File: src/rtl/useq_pkg.sv
package useq_pkg;
  typedef enum logic [1:0] {KS_IDLE, KS_ONE, KS_TWO} key_st_e;

  localparam int NSTEP = 5;
  typedef enum int {ST_FIRST = 0, ST_SECOND = 1, ST_ARM = 2, ST_ID_IN = 3, ST_ID_OUT = 4} step_e;

  function automatic logic [15:0] step_addr(input int idx);
    return (idx == ST_SECOND) ? 16'h2AAA : 16'h5555;
  endfunction

  function automatic logic [15:0] step_data(input int idx);
    case (idx)
      ST_FIRST:  return 16'hAAAA;
      ST_SECOND: return 16'h5555;
      ST_ARM:    return 16'hA0A0;
      ST_ID_IN:  return 16'h9090;
      default:   return 16'hF0F0;
    endcase
  endfunction
endpackage

File: src/rtl/useq_key_match.sv
module useq_key_match
  import useq_pkg::*;
#(
  parameter int ADDR_W = 16,
  parameter int DATA_W = 16,
  parameter int KEY_AW = 15
) (
  input  logic [ADDR_W-1:0] addr,
  input  logic [DATA_W-1:0] data,
  output logic [NSTEP-1:0]  hit
);
  for (genvar g = 0; g < NSTEP; g++) begin : g_step
    localparam logic [15:0] KA = step_addr(g);
    localparam logic [15:0] KD = step_data(g);
    assign hit[g] = (addr[KEY_AW-1:0] == KA[KEY_AW-1:0]) && (data == KD[DATA_W-1:0]);
  end
endmodule

File: src/rtl/useq_settle.sv
module useq_settle #(
  parameter int SETTLE_CYC = 8
) (
  input  logic clk,
  input  logic rst_n,
  input  logic start,
  output logic busy
);
  localparam int CW = $clog2(SETTLE_CYC + 1);
  logic [CW-1:0] cnt;

  always_ff @(posedge clk) begin
    if (!rst_n)          cnt <= '0;
    else if (start)      cnt <= CW'(SETTLE_CYC);
    else if (cnt != '0)  cnt <= cnt - 1'b1;
  end

  assign busy = (cnt != '0);
endmodule

File: src/rtl/useq_id_read.sv
module useq_id_read #(
  parameter int ADDR_W = 16,
  parameter int DATA_W = 16,
  parameter logic [DATA_W-1:0] MFR_CODE = 16'h001F,
  parameter logic [DATA_W-1:0] DEV_CODE = 16'h0026
) (
  input  logic              clk,
  input  logic              rst_n,
  input  logic              rd_en,
  input  logic [ADDR_W-1:0] rd_addr,
  input  logic              busy,
  input  logic              id_mode,
  output logic              rd_valid,
  output logic              rd_busy,
  output logic              rd_is_id,
  output logic [DATA_W-1:0] rd_data
);
  logic serve_id;
  assign serve_id = rd_en && !busy && id_mode;

  always_ff @(posedge clk) begin
    if (!rst_n) begin
      rd_valid <= 1'b0;
      rd_busy  <= 1'b0;
      rd_is_id <= 1'b0;
      rd_data  <= '0;
    end else begin
      rd_valid <= rd_en;
      rd_busy  <= rd_en && busy;
      rd_is_id <= serve_id;
      rd_data  <= serve_id ? (rd_addr[0] ? DEV_CODE : MFR_CODE) : '0;
    end
  end
endmodule

File: src/rtl/unlock_seq_decoder.sv
module unlock_seq_decoder
  import useq_pkg::*;
#(
  parameter int ADDR_W     = 16,
  parameter int DATA_W     = 16,
  parameter int KEY_AW     = 15,
  parameter int SETTLE_CYC = 8,
  parameter logic [DATA_W-1:0] MFR_CODE = 16'h001F,
  parameter logic [DATA_W-1:0] DEV_CODE = 16'h0026
) (
  input  logic              clk,
  input  logic              rst_n,
  input  logic              wr_valid,
  output logic              wr_ready,
  input  logic [ADDR_W-1:0] wr_addr,
  input  logic [DATA_W-1:0] wr_data,
  input  logic              prog_done,
  input  logic              rd_en,
  input  logic [ADDR_W-1:0] rd_addr,
  output logic              armed_pulse,
  output logic              armed,
  output logic              load_accept,
  output logic              timer_start,
  output logic              id_mode,
  output logic              busy,
  output logic              rd_valid,
  output logic              rd_busy,
  output logic              rd_is_id,
  output logic [DATA_W-1:0] rd_data
);
  logic [NSTEP-1:0] hit;
  key_st_e ks, ks_nx;
  logic wr_fire, do_arm, do_idin, do_idout, do_timer, settle_go;

  useq_key_match #(.ADDR_W(ADDR_W), .DATA_W(DATA_W), .KEY_AW(KEY_AW)) u_match (
    .addr(wr_addr), .data(wr_data), .hit(hit)
  );

  assign wr_ready = !busy;
  assign wr_fire  = wr_valid && wr_ready;

  always_comb begin
    ks_nx    = ks;
    do_arm   = 1'b0;
    do_idin  = 1'b0;
    do_idout = 1'b0;
    do_timer = 1'b0;
    if (wr_fire && !armed) begin
      unique case (ks)
        KS_ONE:  if (hit[ST_SECOND]) ks_nx = KS_TWO;
                 else if (hit[ST_FIRST]) ks_nx = KS_ONE;
                 else begin ks_nx = KS_IDLE; do_timer = 1'b1; end
        KS_TWO: begin
          ks_nx = KS_IDLE;
          if (hit[ST_ARM])          do_arm   = 1'b1;
          else if (hit[ST_ID_IN])   do_idin  = 1'b1;
          else if (hit[ST_ID_OUT])  do_idout = 1'b1;
          else if (hit[ST_FIRST])   ks_nx    = KS_ONE;
          else                      do_timer = 1'b1;
        end
        default: if (hit[ST_FIRST]) ks_nx = KS_ONE;
                 else do_timer = 1'b1;
      endcase
    end
  end

  assign settle_go = do_idin || do_idout;

  always_ff @(posedge clk) begin
    if (!rst_n) begin
      ks          <= KS_IDLE;
      armed       <= 1'b0;
      armed_pulse <= 1'b0;
      load_accept <= 1'b0;
      timer_start <= 1'b0;
      id_mode     <= 1'b0;
    end else begin
      ks          <= ks_nx;
      armed_pulse <= do_arm;
      timer_start <= do_timer;
      load_accept <= wr_fire && armed && !prog_done;
      if (prog_done)   armed <= 1'b0;
      else if (do_arm) armed <= 1'b1;
      if (do_idin)       id_mode <= 1'b1;
      else if (do_idout) id_mode <= 1'b0;
    end
  end

  useq_settle #(.SETTLE_CYC(SETTLE_CYC)) u_settle (
    .clk(clk), .rst_n(rst_n), .start(settle_go), .busy(busy)
  );

  useq_id_read #(.ADDR_W(ADDR_W), .DATA_W(DATA_W), .MFR_CODE(MFR_CODE), .DEV_CODE(DEV_CODE)) u_rd (
    .clk(clk), .rst_n(rst_n), .rd_en(rd_en), .rd_addr(rd_addr), .busy(busy), .id_mode(id_mode),
    .rd_valid(rd_valid), .rd_busy(rd_busy), .rd_is_id(rd_is_id), .rd_data(rd_data)
  );
endmodule

File: config.mk
export PLATFORM = sky130hd
export DESIGN_NAME = unlock_seq_decoder
export DESIGN_NICKNAME = d
export VERILOG_FILES = /design/src/rtl/useq_pkg.sv /design/src/rtl/useq_key_match.sv /design/src/rtl/useq_settle.sv /design/src/rtl/useq_id_read.sv /design/src/rtl/unlock_seq_decoder.sv
export SDC_FILE = /design/constraint.sdc
export NUM_CORES = 1
export LEC_CHECK = 0
export BUFFER_PORTS_ARGS = -buffer_cell sky130_fd_sc_hd__buf_4
export CORE_MARGIN = 2
export CORE_UTILIZATION = 40
export CTS_CLUSTER_SIZE = 25
export DETAILED_ROUTE_END_ITERATION = 16
export PLACE_DENSITY = 0.8
export SLEW_MARGIN = 20
export SYNTH_ARGS = -nofsm -noshare
export SYNTH_HDL_FRONTEND = slang
export SYNTH_SLANG_ARGS = --single-unit
File: constraint.sdc
create_clock -name clk -period 2.78 [get_ports clk]
set_input_delay 0.834 -clock clk [delete_from_list [all_inputs] [get_ports clk]]
set_output_delay 0.834 -clock clk [all_outputs]
set_load 0.005 [all_outputs]
==> flow_summary.toml, run 1 <==
[timing]
timing.final.crit_share = 0.885
tns_ns = 0
worst_pin_slew_ns = 0.519
max_freq_mhz = 406
slew_viol_final = 0
grt_setup_unrepaired = "no"
relSlewSlack = 0.651
min_period_ns = 2.46
postLayoutSetupSlackWorst_ns = 0.320
finalHoldViolCount = 0
setup_viol = 0
finalClockSkew_ns = 0.00496

[global_routing]
grt_max_degree = 12
globalRouteTotalUtil = 0.157
grt.overflow.total = 0
grt_pass1_vias = 939
antenna_found_initial = 0
grt_pass1_wl_microns = 3940

[die]
ios = 79
die_h_microns = 55.3
start_util = 0.425
die_area_sq_um = 3060
die_w_microns = 55.3
coreArea_sq_um = 2480
fp-row-count = 18

[clocking]
cts_max_level = 1
cts_setup_buffers = 0
cts.repair.resized = 0
cts_buffer_depth = 2
cts_tree = "yes"
cts.clk_slew.worst_paths_ns = 0.09
clkSinkCount = 17
cts_buffers = 3
ctsHoldBuffers = 0
clkLatencyLatePin_ns = 0.29
ctsRootBufferMaster = "clkbuf_4"

[critical_path]
r2r_setup_slack_ns = 0.85
cp.required_ns = 2.97
r2r_cells = 9
critPathLaunchType = "input pin"
crit_fanout = 3
r2r_start = "u_settle.cnt[0]$_SDFFE_PP0P_"
cp.arrival_ns = 2.65
r2r_end = "u_settle.cnt[2]$_SDFFE_PP0P_"
critical_path_class = "in2reg"
cp-end-kind = "flop"

[placed_design]
io_buffers = 52
hpwlAfterDp_microns = 2080
place_ws_ns = 0.0158
gp_congestion = 0.798
placed_cell_area_sq_um = 1420

[layout]
layout-drive-gt1-share = 0.382
syn_to_final_growth_pct = 37.4
n_antenna_cell = 0
nets = 231
final_area_sq_um = 1450

[synth]
synthArstFlopShare = 0
yosys-top-cells-area = "dfxtp_1 (32%), buf_4 (10%), ha_1 (4.8%), nand4_1 (3.6%), nand2_1 (3.2%)"
synth_edf_count = 0
synth.top_cells.by_count = "dfxtp_1 (17), buf_4 (14), nand2_1 (9), nor2_1 (9)"
synth_warnings = 0
syn_inst = 121
ys_seq_elements = 17
syn_avg_cell_area_sq_um = 8.71
yosysSeqAreaShare = 0.323
synth_cell_type_count = 43
synthDominantCellAreaShare = 0.323
yosysMostFrequentCell = "dfxtp_1"
synth_area_sq_um = 1050
synth_top_cell_by_area = "dfxtp_1"
ys.flop_type = "dfxtp_1"

[worst_hold_path]
min_path_cells = 2
hp-class = "reg2reg"
min_to = "id_mode$_SDFFE_PN0P_"
min_from = "id_mode$_SDFFE_PN0P_"

[detailed_routing]
drt-total-wl_microns = 2410
ant_nets = 0
wl_per_cell_microns = 11.9
via_count = 1032
top_layer = "met4"
dr.first_iter.drc_count = 26
wl_met1_microns = 986
dr_wl_met2_microns = 1160
viasPerCell = 5.08
drc = 0
dr_wl_met3_microns = 225
drt-pass1-iter-count = 4

[power_and_ir_drop]
vdd_drop_max_mv = 0.471
power.leakage_nw = 0.685
p_per_area_nw_per_um2 = 534
p_total_mw = 0.773

[outcome]
outcome = "finished, final reports clean"

[run]
maxCapViolations = 0
[cell usage in the layout (no fill, tap or decap), types with 4 or more instances in the layout]
cell type and count:
buf_4 54, dfxtp_1 17, conb_1 10, nand2_1 9, nor2_1 9, inv_1 6, nand4_1 6, a21oi_1 4
ha_1 4
[kinds of logic after synthesis]
family,Yosys count,synth area share
XOR/XNOR,2,0.0166
flip-flops,17,0.323
AO/OA/AOI/OAI,13,0.0891
adder cells (fa/ha/maj),4,0.0475
AND/OR/NAND/NOR,62,0.392
other,1,0.00356
buffers and inverters,22,0.128
[worst max path at each step]
stage	startpoint	end	slack [ns]
after floorplan	wr_data[4]	ks[1]$_SDFFE_PN0P_	0.22
after global placement	wr_data[4]	ks[1]$_SDFFE_PN0P_	0.04
after detailed placement	wr_data[4]	ks[1]$_SDFFE_PN0P_	0.02
after CTS	wr_data[4]	ks[1]$_SDFFE_PN0P_	0.33
after global routing	wr_data[4]	ks[1]$_SDFFE_PN0P_	0.27
final	wr_data[4]	ks[1]$_SDFFE_PN0P_	0.32
[layer usage]
layer | vias to the layer above | track usage
li1 | 518 | -
met1 | 457 | 0.176
met2 | 53 | 0.282
met3 | 4 | 0.0351
met4 | 0 | 0.0627
met5 | - | 0
[through the flow]
step / instances / util / hold WS [ns]
after floorplan: 130 / - / 0.470
after global placement: 199 / 0.574 / 0.481
after detailed placement: 199 / 0.574 / 0.501
after CTS: 203 / 0.584 / 0.517
after global routing: 203 / 0.584 / 0.531
final: 203 / 0.584 / 0.513
[power by group]
group	leakage [nW]	total (mW)	switching, mW	internal, mW
Sequential	0.138	0.299	0.0222	0.276
Combinational	0.532	0.344	0.161	0.184
Clock	0.0150	0.130	0.0741	0.0558
[registers in the layout (all words and copies together) (netlist names)]
register and cells:
u_rd.rd_is_id 1, u_rd.rd_data 3, u_rd.rd_busy 1, armed_pulse 1
u_settle.cnt 4, id_mode 1, timer_start 1, load_accept 1
u_rd.rd_valid 1, armed 1, ks 2
[critical path: stages]
cell,delay [ns]
buf_4,0.12
or4_4,0.54
or3_1,0.37
or3_4,0.36
a21oi_4,0.16
nor2_1,0.06
a41o_1,0.19
[layout make-up]
| type | count | area, sq um |
|---|---|---|
| fillers | 222 | 1030 |
| multi-input cells | 91 | 612 |
| repair buffers | 54 | 405 |
| flip-flops and latches | 17 | 340 |
| well taps | 30 | 37.5 |
| clock buffers | 4 | 26.3 |
| inverters | 7 | 26.3 |
Power figures use the tool's default switching activity.
==> inputs of run 2 (changes only) <==
--- a/config.mk
+++ b/config.mk
@@ -13,2 +13,3 @@
 export PLACE_DENSITY = 0.8
+export RECOVER_POWER = 100
 export SLEW_MARGIN = 20
==> constraint.sdc (replaced) <==
create_clock -name clk -period 2.78 [get_ports clk]
set_input_delay 0.139 -clock clk [delete_from_list [all_inputs] [get_ports clk]]
set_output_delay 0.139 -clock clk [all_outputs]
set_load 0.005 [all_outputs]
==> run 2 against run 1 <==
  * Routed wire length fell by 2.1%
  * Count of clock-buffer cells in the layout is 1 lower
  * Clock power barely moved
  * Sequential power is essentially flat
  * Utilization shrank 0.61 points
  * Clock skew is 0.00055 ns higher
  * Design area is 1.0% lower
  * First-iteration DRC count down 15%
  * Critical endpoint is now busy
==> flow_summary.toml, run 2 (synthesis results as in run 1) <==
[detailed_routing]
ant_nets = 0
wl_per_cell_microns = 11.6
via_count = 1047
drt-pass1-iter-count = 4
drt-total-wl_microns = 2360
dr.first_iter.drc_count = 22
viasPerCell = 5.16
drc = 0

[timing]
min_period_ns = 1.99
finalHoldViolCount = 0
grt_setup_unrepaired = "no"
finalClockSkew_ns = 0.00551
max_freq_mhz = 503
slew_viol_final = 0
setup_viol = 0
timing.final.crit_share = 0.715
tns_ns = 0

[outcome]
outcome = "finished, final reports clean"

[global_routing]
globalRouteTotalUtil = 0.156
grt_pass1_vias = 939
grt.overflow.total = 0
grt_pass1_wl_microns = 3900
antenna_found_initial = 0
grt_max_degree = 12

[die]
fp-row-count = 18
die_h_microns = 55.3
die_area_sq_um = 3060
coreArea_sq_um = 2480
start_util = 0.425
die_w_microns = 55.3
ios = 79

[clocking]
ctsRootBufferMaster = "clkbuf_4"
cts_max_level = 1
clkLatencyLatePin_ns = 0.29
cts_tree = "yes"
cts_buffers = 3
cts.clk_slew.worst_paths_ns = 0.10
cts.repair.resized = 0
clkSinkCount = 17
cts_buffer_depth = 2

[placed_design]
hpwlAfterDp_microns = 2030
io_buffers = 52
placed_cell_area_sq_um = 1410
gp_congestion = 0.815

[layout]
utilization = 0.578
top_register = "u_settle.cnt"
top_regs = "u_settle.cnt: 4 flops, u_rd.rd_data: 3 flops, ks: 2 flops"
layout_commonest_cell = "buf_4"
final_cell_mix = "buf_4 (37), dfxtp_1 (17), clkbuf_4 (17)"
syn_to_final_growth_pct = 36.0
n_antenna_cell = 0
layout-drive-gt1-share = 0.358
nets = 231
final_area_sq_um = 1430
largest_reg_flops = 4

[power_and_ir_drop]
p_total_mw = 0.737
power.leakage_nw = 0.667
p_per_area_nw_per_um2 = 514
vdd_drop_max_mv = 0.374

[critical_path]
critical_path_class = "reg2out"
cp.required_ns = 2.64
crit_fanout = 7
cp.arrival_ns = 1.85
cp-end-kind = "primary output"
critPathLaunchType = "flop"

[run]
maxCapViolations = 0

[worst_hold_path]
hp-class = "in2reg"
## run 2: cell count changes in the layout (fill, tap and decap cells not counted), sizes merged
| cell | before | now |
|---|---|---|
| buf | 54 | 37 |
| clkbuf | 4 | 19 |
| clkinv | 0 | 2 |
| dlygate4sd3 | 0 | 1 |
| inv | 7 | 6 |
## run 2: where the power goes
part           switching [mW]  leakage, nW  internal, mW  total, mW
sequential             0.0205        0.138         0.276      0.297
clock                  0.0781       0.0177        0.0536      0.132
combinational           0.153        0.511         0.155      0.309
## run 2: what timing repair did
| item | in CTS | in global routing |
|---|---|---|
| endpoints found under the hold margin | 1 | 0 |
| buffers inserted | 0 | 0 |
| hold buffers | 1 | 0 |
| endpoints found under the setup margin | 0 | 0 |
## run 2: per-layer routing
metal  track usage  share of wire  up-vias
met4        0.0941          0.022        0
met2         0.259           0.47       58
met5             0              0        -
met3        0.0375          0.090        5
met1         0.179           0.41      464
li1              -              -      520
## run 2: worst paths after layout
path | from | endpoint | slack, ns | cells after the start
min | prog_done | armed$_SDFFE_PP0P_ | 0.09 | 3
min reg2reg | id_mode$_SDFFE_PN0P_ | id_mode$_SDFFE_PN0P_ | 0.51 | 2
max reg2reg | u_settle.cnt[0]$_SDFFE_PP0P_ | u_settle.cnt[2]$_SDFFE_PP0P_ | 0.80 | 8
max | u_settle.cnt[0]$_SDFFE_PP0P_ | busy | 0.79 | 6
## run 2: final cells by class
cell class / instances / area, sq um
Clock buffer: 3 / 22.5
Clock inverter: 1 / 5.00
Fill cell: 228 / 1040
Inverter: 7 / 26.3
Multi-Input combinational cell: 91 / 601
Sequential cell: 17 / 340
Tap cell: 30 / 37.5
Timing Repair Buffer: 54 / 400
## run 2: stage by stage
| stage | hold slack, ns | cells | setup WS, ns |
|---|---|---|---|
| after floorplan | 0.211 | 130 | 0.912 |
| after global placement | 0.306 | 198 | 0.735 |
| after detailed placement | 0.312 | 198 | 0.692 |
| after CTS | 0.0808 | 203 | 0.787 |
| after global routing | 0.0744 | 203 | 0.517 |
| final | 0.0877 | 203 | 0.793 |
## run 2: critical path, stage by stage, from the launching register on
cell and delay [ns]:
dfxtp_1 0.32, inv_1 0.11, ha_1 0.19, nor3b_2 0.40
clkbuf_1 0.30, clkinv_1 0.10, buf_4 0.14
==> inputs of run 3 (changes only) <==
Settings changed: CORE_UTILIZATION 40 to 36, PLACE_DENSITY 0.8 to 0.76.
Clock period 2.78 ns to 1.7 ns, I/O delays scaled along.
==> run 3 against run 2 <==
  * Routed wire length grew 13%
  * Sequential power grew 68%
  * Global-route usage grew 0.69 points
  * Clock skew shrank 0.0015 ns
  * Design area grew 7.7%
  * Count of clock-buffer cells in the layout grew 1
  * Non-clock buffer count grew 7
  * Sequential share of layout area shrank 1.6 points
  * Utilization shrank 1.9 points
  * Total power grew 85%
  * Largest cell class unchanged
  * Highest routed layer unchanged
==> flow_summary.toml, run 3 (synthesis results as in run 1) <==
[outcome]
outcome = "finished, final reports clean"

[placed_design]
gp_congestion = 0.751
dpl.cell_count = 205
placed_cell_area_sq_um = 1460
hpwlAfterDp_microns = 2310
io_buffers = 52

[clocking]
clkLatencyLatePin_ns = 0.29
cts.clk_slew.worst_paths_ns = 0.10
cts_tree = "yes"
cts_buffers = 3
clkSinkCount = 17
cts_buffer_depth = 2
ctsRootBufferMaster = "clkbuf_4"
cts_max_level = 1

[die]
die_area_sq_um = 3380
ios = 79
coreArea_sq_um = 2760
fp-row-count = 19
die_w_microns = 58.1
start_util = 0.382
die_h_microns = 58.1

[layout]
syn_to_final_growth_pct = 46.4
layout_commonest_cell = "buf_4"
largest_reg_flops = 4
top_register = "u_settle.cnt"
top_regs = "u_settle.cnt: 4 flops, u_rd.rd_data: 3 flops, ks: 2 flops"
fin_cells = 211
utilization = 0.559
fillers = 270
nets = 238
multi_input_area_sq_um = 646
final_cell_mix = "buf_4 (43), clkbuf_4 (19), dfxtp_1 (16)"
layout-drive-gt1-share = 0.433
seqCellArea_sq_um = 342
final_area_sq_um = 1540
n_antenna_cell = 0

[detailed_routing]
drt-pass1-iter-count = 4
wl_per_cell_microns = 12.6
ant_nets = 0
via_count = 1073
drt-total-wl_microns = 2660
viasPerCell = 5.09
dr.first_iter.drc_count = 12
drc = 0

[global_routing]
antenna_found_initial = 0
grt.overflow.total = 0
globalRouteTotalUtil = 0.162
grt_max_degree = 12
grt_pass1_wl_microns = 4260
grt_pass1_vias = 1004

[run]
maxCapViolations = 0

[power_and_ir_drop]
p_per_area_nw_per_um2 = 885
vdd_drop_max_mv = 0.768
power.leakage_nw = 0.710

[timing]
grt_setup_unrepaired = "no"
setup_viol = 0
min_period_ns = 1.68
finalClockSkew_ns = 0.00399
timing.hold.ws_ns = 0.0435
tns_ns = 0
timing.final.crit_share = 0.989
max_freq_mhz = 595
finalHoldViolCount = 0
slew_viol_final = 0

[critical_path]
cp.required_ns = 1.90
critPathLaunchType = "input pin"
cp-end-kind = "flop"
r2r_setup_slack_ns = 0.10
critical_path_class = "in2reg"
crit_fanout = 3
cp.arrival_ns = 1.88
r2r_cells = 9

[worst_hold_path]
hp-class = "in2reg"
min_path_cells = 3
==> run 3: metrics by stage <==
stage                     worst slack [ns]  power [mW]
after floorplan                     -0.114       0.812
after global placement              -0.261        1.03
after detailed placement            -0.293        1.07
after CTS                           0.0145        1.32
after global routing               0.00303        1.45
final                               0.0182        1.37
==> run 3: final cells by class <==
type	count	share of cell area
clock buffers	4	0.0170
well taps	31	0.0251
inverters	7	0.0170
multi-input cells	91	0.418
flip-flops and latches	17	0.221
repair buffers	61	0.301
==> run 3: path summary, 6_finish.rpt <==
kind,startpoint,end
setup / recovery,wr_data[4],ks[1]$_SDFFE_PN0P_
hold / removal,prog_done,armed$_SDFFE_PP0P_
setup reg to reg,u_settle.cnt[1]$_SDFFE_PP0P_,id_mode$_SDFFE_PN0P_
hold reg to reg,armed$_SDFFE_PP0P_,armed$_SDFFE_PP0P_
==> run 3: worst max-delay path, stage by stage <==
cell and delay, ns:
buf_4 0.12, or4_4 0.53, or3_1 0.32, or3_4 0.40, a21oi_4 0.18, nor2_1 0.06
a41o_1 0.19
==> run 3: layer usage <==
metal	track usage	share of wire	up-vias
met1	0.172	0.38	483
li1	-	-	531
met2	0.318	0.54	53
met4	0.0698	0.016	0
met3	0.0179	0.066	6
met5	0	0	-
==> run 3: what timing repair did <==
| item | in CTS | in global routing |
|---|---|---|
| endpoints found under the setup margin | 3 | 9 |
| setup buffers | 0 | 1 |
| pin swaps | 0 | 7 |
| hold buffers | 1 | 0 |
| resized for setup | 1 | 11 |
| endpoints found under the hold margin | 2 | 0 |
==> run 3: power by group <==
group / leakage, nW / internal, mW / switching (mW) / total [mW]
logic: 0.557 / 0.350 / 0.298 / 0.648
registers: 0.139 / 0.454 / 0.0460 / 0.500
clock network: 0.0150 / 0.0914 / 0.126 / 0.217
